**src/rtl/od_pkt_tx.sv**
```systemverilog
module od_pkt_tx #(
  parameter int BIT_CYCLES = 8,
  parameter int LEN_W      = 8,
  parameter int CNT_W      = 16
) (
  input  logic              clk,
  input  logic              rst_n,
  input  logic              start,
  output logic [LEN_W:0]    mem_addr,
  input  logic [7:0]        mem_data,
  input  logic              attn_in,
  output logic              attn_drive_low,
  input  logic              line_in,
  output logic              line_drive_low,
  output logic              busy,
  output logic              done,
  output logic [1:0]        status,
  output logic [CNT_W-1:0]  cnt_ok,
  output logic [CNT_W-1:0]  cnt_busy,
  output logic [CNT_W-1:0]  cnt_coll
);

  localparam int ADDR_W = LEN_W + 1;
  localparam int TMR_W  = (BIT_CYCLES > 2) ? $clog2(BIT_CYCLES) : 1;
  localparam logic [TMR_W-1:0] TMR_LAST = TMR_W'(BIT_CYCLES - 1);
  localparam logic [TMR_W-1:0] TMR_MID  = TMR_W'(BIT_CYCLES / 2);
  localparam logic [1:0] ST_OK = 2'b00, ST_BUSY = 2'b01, ST_COLL = 2'b10;

  typedef enum logic [1:0] {S_IDLE, S_LEAD, S_BYTE} state_t;

  state_t            state;
  logic [TMR_W-1:0]  tmr;
  logic [3:0]        slot;
  logic [ADDR_W-1:0] byte_idx;
  logic [ADDR_W-1:0] total;
  logic [7:0]        shreg;
  logic              attn_q;
  logic              done_q;
  logic [1:0]        status_q;

  wire bit_end   = (tmr == TMR_LAST);
  wire data_slot = (state == S_BYTE) && (slot >= 4'd2) && (slot <= 4'd9);
  wire collide   = data_slot && shreg[0] && (tmr == TMR_MID) && !line_in;
  wire last_byte = ((byte_idx + 1'b1) == total);

  assign mem_addr       = byte_idx;
  assign attn_drive_low = attn_q;
  assign line_drive_low = (state == S_BYTE) && ((slot == 4'd1) || (data_slot && !shreg[0]));
  assign busy           = (state != S_IDLE);
  assign done           = done_q;
  assign status         = status_q;

  always_ff @(posedge clk or negedge rst_n) begin
    if (!rst_n) begin
      state    <= S_IDLE;
      tmr      <= '0;
      slot     <= '0;
      byte_idx <= '0;
      total    <= '0;
      shreg    <= '0;
      attn_q   <= 1'b0;
      done_q   <= 1'b0;
      status_q <= ST_OK;
      cnt_ok   <= '0;
      cnt_busy <= '0;
      cnt_coll <= '0;
    end else begin
      done_q <= 1'b0;
      case (state)
        S_IDLE: begin
          if (start) begin
            if (!attn_in) begin
              done_q   <= 1'b1;
              status_q <= ST_BUSY;
              cnt_busy <= cnt_busy + 1'b1;
            end else begin
              state    <= S_LEAD;
              attn_q   <= 1'b1;
              tmr      <= '0;
              slot     <= '0;
              byte_idx <= '0;
            end
          end
        end
        S_LEAD: begin
          tmr <= tmr + 1'b1;
          if (bit_end) begin
            tmr  <= '0;
            slot <= slot + 1'b1;
            if (slot == 4'd2) begin
              slot  <= '0;
              state <= S_BYTE;
            end
          end
        end
        S_BYTE: begin
          if (collide) begin
            state    <= S_IDLE;
            attn_q   <= 1'b0;
            done_q   <= 1'b1;
            status_q <= ST_COLL;
            cnt_coll <= cnt_coll + 1'b1;
          end else begin
            tmr <= tmr + 1'b1;
            if (bit_end) begin
              tmr  <= '0;
              slot <= slot + 1'b1;
              if (slot == 4'd0) begin
                shreg <= mem_data;
                if (byte_idx == '0) total <= ADDR_W'(mem_data) + ADDR_W'(2);
              end
              if (data_slot) shreg <= {1'b0, shreg[7:1]};
              if (slot == 4'd10) begin
                slot <= '0;
                if (last_byte) begin
                  state    <= S_IDLE;
                  attn_q   <= 1'b0;
                  done_q   <= 1'b1;
                  status_q <= ST_OK;
                  cnt_ok   <= cnt_ok + 1'b1;
                end else begin
                  byte_idx <= byte_idx + 1'b1;
                end
              end
            end
          end
        end
        default: state <= S_IDLE;
      endcase
    end
  end

  a_r1_busy_refused: assert property (@(posedge clk) disable iff (!rst_n)
    (state == S_IDLE && start && !attn_in) |=> (done && status == ST_BUSY && !attn_drive_low));

  a_r2_release_with_done: assert property (@(posedge clk) disable iff (!rst_n)
    $fell(attn_drive_low) |-> done);

  a_r2_line_needs_claim: assert property (@(posedge clk) disable iff (!rst_n)
    line_drive_low |-> attn_drive_low);

  a_r6_collision_seen_low: assert property (@(posedge clk) disable iff (!rst_n)
    (done && status == ST_COLL) |-> $past(!line_in));

  a_r7_done_single: assert property (@(posedge clk) disable iff (!rst_n)
    done |=> !done);

  a_r8_ok_counts: assert property (@(posedge clk) disable iff (!rst_n)
    (done && status == ST_OK) |-> ((cnt_ok - $past(cnt_ok)) == CNT_W'(1)));

endmodule

```
**config.mk**
```make
export PLATFORM = sky130hd
export DESIGN_NAME = od_pkt_tx
export DESIGN_NICKNAME = d
export VERILOG_FILES = /design/src/rtl/od_pkt_tx.sv
export SDC_FILE = /design/constraint.sdc
export NUM_CORES = 1
export LEC_CHECK = 0
export CAP_MARGIN = 20
export CORE_ASPECT_RATIO = 2
export CORE_UTILIZATION = 31
export DETAILED_ROUTE_END_ITERATION = 8
export PLACE_DENSITY_LB_ADDON = 0.12
export SLEW_MARGIN = 15
export SYNTH_ARGS = -nofsm -noshare
export SYNTH_HDL_FRONTEND = slang
export SYNTH_SLANG_ARGS = --single-unit
```
**constraint.sdc**
```tcl
create_clock -name clk -period 3.03 [get_ports clk]
set_input_delay 0.909 -clock clk [delete_from_list [all_inputs] [get_ports clk]]
set_output_delay 0.909 -clock clk [all_outputs]
set_load 0.005 [all_outputs]
```
==> results of run 1 <==
-- cells by family (layout without fill, tap and decap cells) --
family / after synthesis / count (layout) / synth area share [%]
adder cells (fa/ha/maj): 13 / 13 / 3.509
AO/OA/AOI/OAI: 79 / 79 / 10.42
multiplexers: 12 / 12 / 2.861
buffers and inverters: 34 / 115 / 3.913
XOR/XNOR: 62 / 62 / 11.71
AND/OR/NAND/NOR: 182 / 182 / 20.62
flip-flops: 87 / 87 / 46.96
-- cells in the final DEF (no fill, tap or decap), types with 3 or more instances in the layout --
master / synthesis / final
inv_1: 14 / 14
clkbuf_16: 0 / 9
a31o_2: 3 / 3
clkdlybuf4s50_1: 0 / 74
nand2b_1: 3 / 3
and2_1: 3 / 3
nor3_1: 6 / 6
nor4_1: 7 / 4
o21ai_0: 16 / 15
ha_1: 13 / 12
o21ai_1: 8 / 9
dfrtp_1: 87 / 87
xnor2_1: 35 / 35
mux2i_1: 8 / 8
o211ai_1: 3 / 3
nor2_1: 39 / 39
nand3b_1: 4 / 4
nor4_2: 0 / 3
nand3_1: 26 / 26
and4_1: 3 / 3
nand2_1: 50 / 50
a21oi_1: 27 / 27
o311ai_0: 3 / 3
buf_4: 2 / 12
a41o_1: 3 / 3
nand4_1: 11 / 11
xor2_1: 27 / 27
a31oi_1: 5 / 5
and3_1: 13 / 13
-- per-layer routing --
metal	track usage [%]	part of all wire (%)
met5	0	0
met2	28.24	54
met1	17.08	40
met3	3.070	3.3
met4	7.863	3.3
-- power breakdown --
part / switching [W] / total, W / internal, W
clock: 0.000445 / 0.00108 / 0.000632
combinational: 0.000275 / 0.000516 / 0.000241
sequential: 0.0000906 / 0.00132 / 0.00123
total: 0.000811 / 0.00291 / 0.00210
-- flip-flops by register name, indices dropped and copies added, names as in the netlist --
signal and count:
cnt_busy 16, cnt_coll 16, cnt_ok 16, mem_addr 9, total 9, shreg 8, slot 4, tmr 3
state 2, status 2, attn_drive_low 1, done 1
-- worst min path at each step --
stage | from | end | slack, ns | cells past startpoint
after floorplan | cnt_coll[15] | cnt_coll[15] | 0.46 | 1
after global placement | cnt_busy[15] | cnt_busy[15] | 0.46 | 1
after detailed placement | cnt_busy[15] | cnt_busy[15] | 0.46 | 1
after CTS | cnt_busy[15] | cnt_busy[15] | 0.48 | 1
after global routing | cnt_busy[15] | cnt_busy[15] | 0.49 | 1
final | cnt_busy[15] | cnt_busy[15] | 0.47 | 1
-- cell type report --
type                       instances  area share [%]
inverter                          14          0.8938
clock inverter                     4          0.8087
multi-input combinational        348           39.09
sequential                        87           37.03
timing repair buffer              86           14.13
clock buffer                      11           3.958
tap                              192           4.086
-- cells in the mapped netlist, types with 2 or more instances --
cell type / number / area, um^2
clkbuf_1: 6 / 22.52
nand2b_1: 3 / 18.77
nor4_1: 7 / 43.79
buf_2: 7 / 35.03
and3_1: 13 / 81.33
a31oi_1: 5 / 31.28
inv_1: 14 / 52.55
or2_2: 2 / 12.51
a21oi_1: 27 / 135.1
xnor2_1: 35 / 306.5
xor2_1: 27 / 236.5
buf_4: 2 / 15.01
and4_1: 3 / 26.28
o21ai_1: 8 / 40.04
dfrtp_1: 87 / 2177
nand4_1: 11 / 68.82
o211ai_1: 3 / 22.52
nor3_1: 6 / 30.03
nor2_1: 39 / 146.4
o311ai_0: 3 / 26.28
mux2_4: 2 / 30.03
mux2_2: 2 / 22.52
o31ai_1: 2 / 15.01
nand3_1: 26 / 130.1
ha_1: 13 / 162.7
a41o_1: 3 / 30.03
a31o_2: 3 / 26.28
buf_6: 5 / 56.30
nor4b_1: 2 / 17.52
o21ai_0: 16 / 80.08
mux2i_1: 8 / 80.08
nand2_1: 50 / 187.7
nand3b_1: 4 / 30.03
and2_1: 3 / 18.77
-- metrics by stage --
step,total power [W],instance area (um^2)
after floorplan,0.001645,4636
after global placement,0.001856,5578
after detailed placement,0.001863,5578
after CTS,0.002955,5858
after global routing,0.003079,5879
final,0.002912,5879
-- what timing repair did --
item / CTS / global route
hold buffers: 0 / 0
endpoints found under the setup margin: 0 / 9
resized for setup: 0 / 5
==> run_summary.xml, run 1 <==
<?xml version="1.0" encoding="UTF-8"?>
<metrics>
  <group name="detailed_routing">
    <metric name="route.detailed.vias_per_inst" unit="">4.957</metric>
    <metric name="drt_pass_1_iters" unit="">4</metric>
    <metric name="postRouteAntennaNets" unit="">0</metric>
    <metric name="detailedRoute.firstIterationViolations" unit="">139</metric>
    <metric name="wire_per_inst" unit="um">15.07</metric>
    <metric name="dr_total_vias" unit="">3678</metric>
    <metric name="postRouteWirelength" unit="mm">11.18</metric>
    <metric name="route.detailed.drc" unit="">0</metric>
  </group>
  <group name="run">
    <metric name="max_cap_viol_count" unit="">0</metric>
  </group>
  <group name="layout">
    <metric name="num-nets-final" unit="">572</metric>
    <metric name="filler_cell_count" unit="">1497</metric>
    <metric name="final_core_utilization" unit="%">40.53</metric>
    <metric name="sequential_cell_area" unit="um^2">2177</metric>
    <metric name="share_of_final_layout_standard_cells_stronger_than_drive_strength_1" unit="%">8.909</metric>
    <metric name="antenna_cell_count" unit="">0</metric>
    <metric name="final_cells" unit="">742</metric>
    <metric name="syn2layout_area_growth" unit="%">26.83</metric>
    <metric name="area_used_by_multi_input_combinational_logic" unit="um^2">2298</metric>
  </group>
  <group name="global_routing">
    <metric name="globalRouteOverflowTotal" unit="">0</metric>
    <metric name="grtUsageTotal" unit="%">15.78</metric>
    <metric name="grt_pass1_vias" unit="">3803</metric>
    <metric name="grt_start_max_net_pins" unit="">46</metric>
    <metric name="antenna_found_initial" unit="">0</metric>
    <metric name="grt_pass1_wl" unit="mm">18.64</metric>
  </group>
  <group name="timing">
    <metric name="final.setup_skew" unit="ns">0.01035</metric>
    <metric name="timing_hold_violations_final" unit="">0</metric>
    <metric name="setup_viols_final" unit="">0</metric>
    <metric name="period_needed" unit="ns">2.833</metric>
    <metric name="finalHoldWorstSlack" unit="ns">0.4742</metric>
    <metric name="post_route_setup_slack" unit="ns">0.1966</metric>
    <metric name="setup-tns-final" unit="ns">0</metric>
    <metric name="timing.slew.headroom" unit="%">37.77</metric>
    <metric name="max_slew.worst_pin.slew" unit="ns">0.9300</metric>
    <metric name="final_max_slew_viol_count" unit="">0</metric>
    <metric name="timing.fmax" unit="MHz">352.9</metric>
    <metric name="post-route-period-util" unit="%">93.51</metric>
    <metric name="rsz0062_at_grt" unit="">true</metric>
  </group>
  <group name="die">
    <metric name="floorplan.initialDensity" unit="%">31.96</metric>
    <metric name="placementRows" unit="">62</metric>
    <metric name="io_pins" unit="">76</metric>
    <metric name="floorplan.die.height" unit="um">174.9</metric>
    <metric name="die-area" unit="um^2">15480</metric>
    <metric name="die_width" unit="um">88.47</metric>
    <metric name="core_region_area" unit="um^2">14510</metric>
  </group>
  <group name="power_and_ir_drop">
    <metric name="power.density_cell_area" unit="nW/um^2">495.2</metric>
    <metric name="irDropWorstVdd" unit="uV">305.3</metric>
    <metric name="p_leak" unit="nW">2.585</metric>
  </group>
  <group name="clocking">
    <metric name="htree_levels" unit="">3</metric>
    <metric name="tritoncts.num_buffers" unit="">9</metric>
    <metric name="clk_path_buf_depth" unit="">2</metric>
    <metric name="tritoncts" unit="">built</metric>
    <metric name="clk_pin_slew" unit="ns">0.06</metric>
    <metric name="root_buffer" unit="">clkbuf_16</metric>
    <metric name="clock_insertion_delay_worst_skew" unit="ns">0.34</metric>
    <metric name="clkSinkCount" unit="">87</metric>
    <metric name="cts_post_setup_buffers_inserted" unit="">0</metric>
  </group>
  <group name="synthesis">
    <metric name="synthArstFlopShare" unit="%">100.0</metric>
    <metric name="synth_top_flop_cell" unit="">dfrtp_1</metric>
    <metric name="synthesis.area" unit="um^2">4636</metric>
    <metric name="post_synth_inst_count" unit="">469</metric>
    <metric name="post_synth_edffs" unit="">0</metric>
    <metric name="synth_nets" unit="">495</metric>
    <metric name="ff_latch_count_synth" unit="">87</metric>
    <metric name="sequential_element_share_of_the_synthesized_area" unit="%">46.96</metric>
    <metric name="synth.distinct_cells" unit="">56</metric>
    <metric name="synthesis.yosys.warnings" unit="">0</metric>
    <metric name="syn_area_per_cell" unit="um^2">9.884</metric>
  </group>
  <group name="setup_path">
    <metric name="timing.reg2reg.setup_slack" unit="ns">0.20</metric>
    <metric name="r2r_cells" unit="">8</metric>
    <metric name="worstPathRequired" unit="ns">3.29</metric>
    <metric name="end_kind" unit="">flop</metric>
    <metric name="r2r_start" unit="">mem_addr[0]</metric>
    <metric name="setup.worst_path.start" unit="">mem_addr[0]</metric>
    <metric name="worstSetupEndpoint" unit="">cnt_ok[15]</metric>
    <metric name="crit_cells" unit="">8</metric>
    <metric name="worstSetupStartpointType" unit="">flop</metric>
    <metric name="cpMostUsedCell" unit="">xor2_1</metric>
    <metric name="r2r_path_end" unit="">cnt_ok[15]</metric>
    <metric name="crit_family" unit="">simple AND/OR/NAND/NOR gates</metric>
    <metric name="crit_chain" unit="">inv_1 -&gt; ha_1 -&gt; xor2_1 -&gt; nor3_1 -&gt; and4_1 -&gt; nand4_4 -&gt; nor4_1 -&gt; xor2_1</metric>
    <metric name="path_class" unit="">reg -&gt; reg</metric>
    <metric name="timing.critical_path.slowest_cell_delay" unit="ns">0.56</metric>
    <metric name="critPathArrivalTime" unit="ns">3.09</metric>
    <metric name="cp_slowest_cell" unit="">dfrtp_1</metric>
    <metric name="crit_path_max_fanout" unit="">17</metric>
    <metric name="crit_buf_inv" unit="">1</metric>
  </group>
  <group name="status">
    <metric name="status" unit="">complete, no violations</metric>
  </group>
  <group name="place">
    <metric name="dp.cells" unit="">727</metric>
    <metric name="dp_worst_setup_slack" unit="ns">0.1778</metric>
    <metric name="buffer_ports.inserted" unit="">75</metric>
    <metric name="dp_hpwl" unit="mm">8.547</metric>
    <metric name="gp_routability_congestion" unit="">0.7730</metric>
  </group>
  <group name="hold_path">
    <metric name="hold_path_class" unit="">reg -&gt; reg</metric>
  </group>
</metrics>
Power figures use the tool's default switching activity.
==> run 2: changes to the inputs <==
==> constraint.sdc (replaced) <==
create_clock -name clk -period 2.49 [get_ports clk]
set_input_delay 0.747 -clock clk [delete_from_list [all_inputs] [get_ports clk]]
set_output_delay 0.747 -clock clk [all_outputs]
set_load 0.005 [all_outputs]
==> run_summary.xml, run 2 (synthesis gave the netlist of run 1 again) <==
<?xml version="1.0" encoding="UTF-8"?>
<metrics>
  <group name="timing">
    <metric name="post-route-period-util" unit="%">94.83</metric>
    <metric name="finalHoldWorstSlack" unit="ns">0.3385</metric>
    <metric name="period_needed" unit="ns">2.361</metric>
    <metric name="max_slew.worst_pin.slew" unit="ns">0.8616</metric>
    <metric name="timing.fmax" unit="MHz">423.5</metric>
    <metric name="post_route_setup_slack" unit="ns">0.1286</metric>
    <metric name="final.setup_skew" unit="ns">0.009526</metric>
    <metric name="final_max_slew_viol_count" unit="">0</metric>
    <metric name="timing.slew.headroom" unit="%">42.35</metric>
    <metric name="timing_hold_violations_final" unit="">0</metric>
    <metric name="setup_viols_final" unit="">0</metric>
    <metric name="rsz0062_at_grt" unit="">true</metric>
  </group>
  <group name="detailed_routing">
    <metric name="route.detailed.drc" unit="">0</metric>
    <metric name="detailedRoute.firstIterationViolations" unit="">102</metric>
    <metric name="postRouteWirelength" unit="mm">11.84</metric>
    <metric name="dr_total_vias" unit="">3832</metric>
    <metric name="route.detailed.vias_per_inst" unit="">4.900</metric>
    <metric name="postRouteAntennaNets" unit="">0</metric>
    <metric name="wire_per_inst" unit="um">15.14</metric>
    <metric name="drt_pass_1_iters" unit="">4</metric>
  </group>
  <group name="clocking">
    <metric name="postCtsHoldBufs" unit="">0</metric>
    <metric name="root_buffer" unit="">clkbuf_16</metric>
    <metric name="clk_path_buf_depth" unit="">2</metric>
    <metric name="clkSinkCount" unit="">87</metric>
    <metric name="htree_levels" unit="">3</metric>
    <metric name="clk_pin_slew" unit="ns">0.07</metric>
    <metric name="clock_insertion_delay_worst_skew" unit="ns">0.35</metric>
    <metric name="tritoncts" unit="">built</metric>
    <metric name="tritoncts.num_buffers" unit="">9</metric>
  </group>
  <group name="layout">
    <metric name="layout.cells.most_common_list" unit="">83 x dfrtp_1, 73 x clkdlybuf4s50_1, 50 x nand2_1</metric>
    <metric name="num-nets-final" unit="">611</metric>
    <metric name="final_core_utilization" unit="%">43.24</metric>
    <metric name="layout.cells.most_common" unit="">dfrtp_1</metric>
    <metric name="layout_top_registers" unit="">cnt_busy (16), cnt_coll (16), cnt_ok (16)</metric>
    <metric name="share_of_final_layout_standard_cells_stronger_than_drive_strength_1" unit="%">17.63</metric>
    <metric name="syn2layout_area_growth" unit="%">35.30</metric>
    <metric name="final_cells" unit="">782</metric>
    <metric name="antenna_cell_count" unit="">0</metric>
  </group>
  <group name="global_routing">
    <metric name="grt_start_max_net_pins" unit="">34</metric>
    <metric name="grtUsageTotal" unit="%">16.41</metric>
    <metric name="grt_pass1_wl" unit="mm">19.42</metric>
    <metric name="globalRouteOverflowTotal" unit="">0</metric>
    <metric name="grt_pass1_vias" unit="">3915</metric>
    <metric name="antenna_found_initial" unit="">0</metric>
  </group>
  <group name="power_and_ir_drop">
    <metric name="p_switching" unit="W">0.001065</metric>
    <metric name="power.density_cell_area" unit="nW/um^2">581.4</metric>
    <metric name="power.share.sequential" unit="%">43.7</metric>
    <metric name="irDropWorstVdd" unit="uV">365.0</metric>
    <metric name="cellInternalPower" unit="W">0.002582</metric>
    <metric name="comb_power_share" unit="%">19.7</metric>
    <metric name="switching_part_of_the_total" unit="%">29.20</metric>
    <metric name="share_clk_of_total_power" unit="%">36.6</metric>
    <metric name="p_leak" unit="nW">2.814</metric>
  </group>
  <group name="setup_path">
    <metric name="path_class" unit="">reg -&gt; reg</metric>
    <metric name="end_kind" unit="">flop</metric>
    <metric name="worstPathRequired" unit="ns">2.76</metric>
    <metric name="timing.critical_path.slowest_cell_delay" unit="ns">0.47</metric>
    <metric name="worstSetupStartpointType" unit="">flop</metric>
    <metric name="cp_slowest_cell" unit="">dfrtp_2</metric>
    <metric name="crit_chain" unit="">ha_2 -&gt; buf_4 -&gt; a211oi_1 -&gt; o31a_1 -&gt; nand4_4 -&gt; nor4_1 -&gt; xor2_1</metric>
    <metric name="crit_path_max_fanout" unit="">8</metric>
    <metric name="critPathArrivalTime" unit="ns">2.63</metric>
  </group>
  <group name="die">
    <metric name="floorplan.initialDensity" unit="%">31.96</metric>
    <metric name="io_pins" unit="">76</metric>
    <metric name="core_region_area" unit="um^2">14510</metric>
    <metric name="placementRows" unit="">62</metric>
    <metric name="floorplan.die.height" unit="um">174.9</metric>
    <metric name="die_width" unit="um">88.47</metric>
    <metric name="die-area" unit="um^2">15480</metric>
  </group>
  <group name="status">
    <metric name="status" unit="">complete, no violations</metric>
  </group>
  <group name="place">
    <metric name="dp.cells" unit="">762</metric>
    <metric name="gp_routability_congestion" unit="">0.8280</metric>
    <metric name="dp_worst_setup_slack" unit="ns">-0.09201</metric>
    <metric name="dp_hpwl" unit="mm">9.056</metric>
    <metric name="buffer_ports.inserted" unit="">75</metric>
  </group>
  <group name="hold_path">
    <metric name="hold_path_class" unit="">in -&gt; async</metric>
  </group>
  <group name="run">
    <metric name="max_cap_viol_count" unit="">0</metric>
  </group>
</metrics>
## run 2: final cells by class
class                      instances  area (um^2)
clock buffer                      11        252.7
clock inverter                     5        41.29
fill                            1468         8234
inverter                          14        52.55
multi-input combinational        349         2376
sequential                        87         2182
tap                              192        240.2
timing repair buffer             124         1127
## run 2: power groups by stage
stage | logic (W) | clock network, W | registers [W]
6_report | 0.000717 | 0.00133 | 0.00160
2_1_floorplan | 0.000419 | 0 | 0.00158
5_1_grt | 0.000823 | 0.00143 | 0.00162
4_1_cts | 0.000725 | 0.00138 | 0.00160
3_3_place_gp | 0.000685 | 0 | 0.00162
3_5_place_dp | 0.000698 | 0 | 0.00162
## run 2: routing by layer
layer / up-vias / GRT usage (%) / share of wire [%]
met2: 74 / 30.61 / 56
li1: 1870 / - / -
met5: - / 0 / 0
met4: 0 / 7.325 / 2.7
met3: 17 / 2.504 / 3.0
met1: 1871 / 17.43 / 38
## run 2: what timing repair did
item	4_1_cts	5_1_grt
pin swaps	1	1
endpoints found under the setup margin	10	13
cloned	0	1
setup buffers	3	0
resized for setup	12	12
## run 2: path summary, 6_finish.rpt
kind	startpoint	end	slack [ns]	depth (start not counted)
max in group asynchronous	rst_n	mem_addr[1]	1.58	2
worst max-delay path	mem_addr[0]	cnt_ok[12]	0.13	7
min in group clk	cnt_coll[15]	cnt_coll[15]	0.47	1
worst max register to register	mem_addr[0]	cnt_ok[12]	0.13	7
worst min register to register	cnt_coll[15]	cnt_coll[15]	0.47	1
worst min-delay path	rst_n	cnt_busy[8]	0.34	1
## run 2: worst max-delay path: cells and delay by family (launching register included)
family | cells | cell delay, ns
compound gates | 2 | 0.63
xor+xnor | 1 | 0.18
fa+ha+maj | 1 | 0.27
buf+inv | 1 | 0.16
flops | 1 | 0.47
simple gates | 2 | 0.58
## run 2: metrics by stage
stage	area (um^2)	power [W]	TNS, ns
final	6272	0.003647	0
after global routing	6272	0.003868	-0.006293
after CTS	6195	0.003695	0
after detailed placement	5853	0.002319	-0.5766
after global placement	5853	0.002300	-0.1884
after floorplan	4636	0.002002	0
==> run 3: changes to the inputs <==
--- a/config.mk
+++ b/config.mk
@@ -5,6 +5,7 @@
 export SDC_FILE = /design/constraint.sdc
 export NUM_CORES = 1
 export LEC_CHECK = 0
+export ABC_CLOCK_PERIOD_IN_PS = 2490
 export CAP_MARGIN = 20
 export CORE_ASPECT_RATIO = 2
 export CORE_UTILIZATION = 31
==> results of run 3 <==
No change in the layout: final DEF, timing and power equal those of run 2.
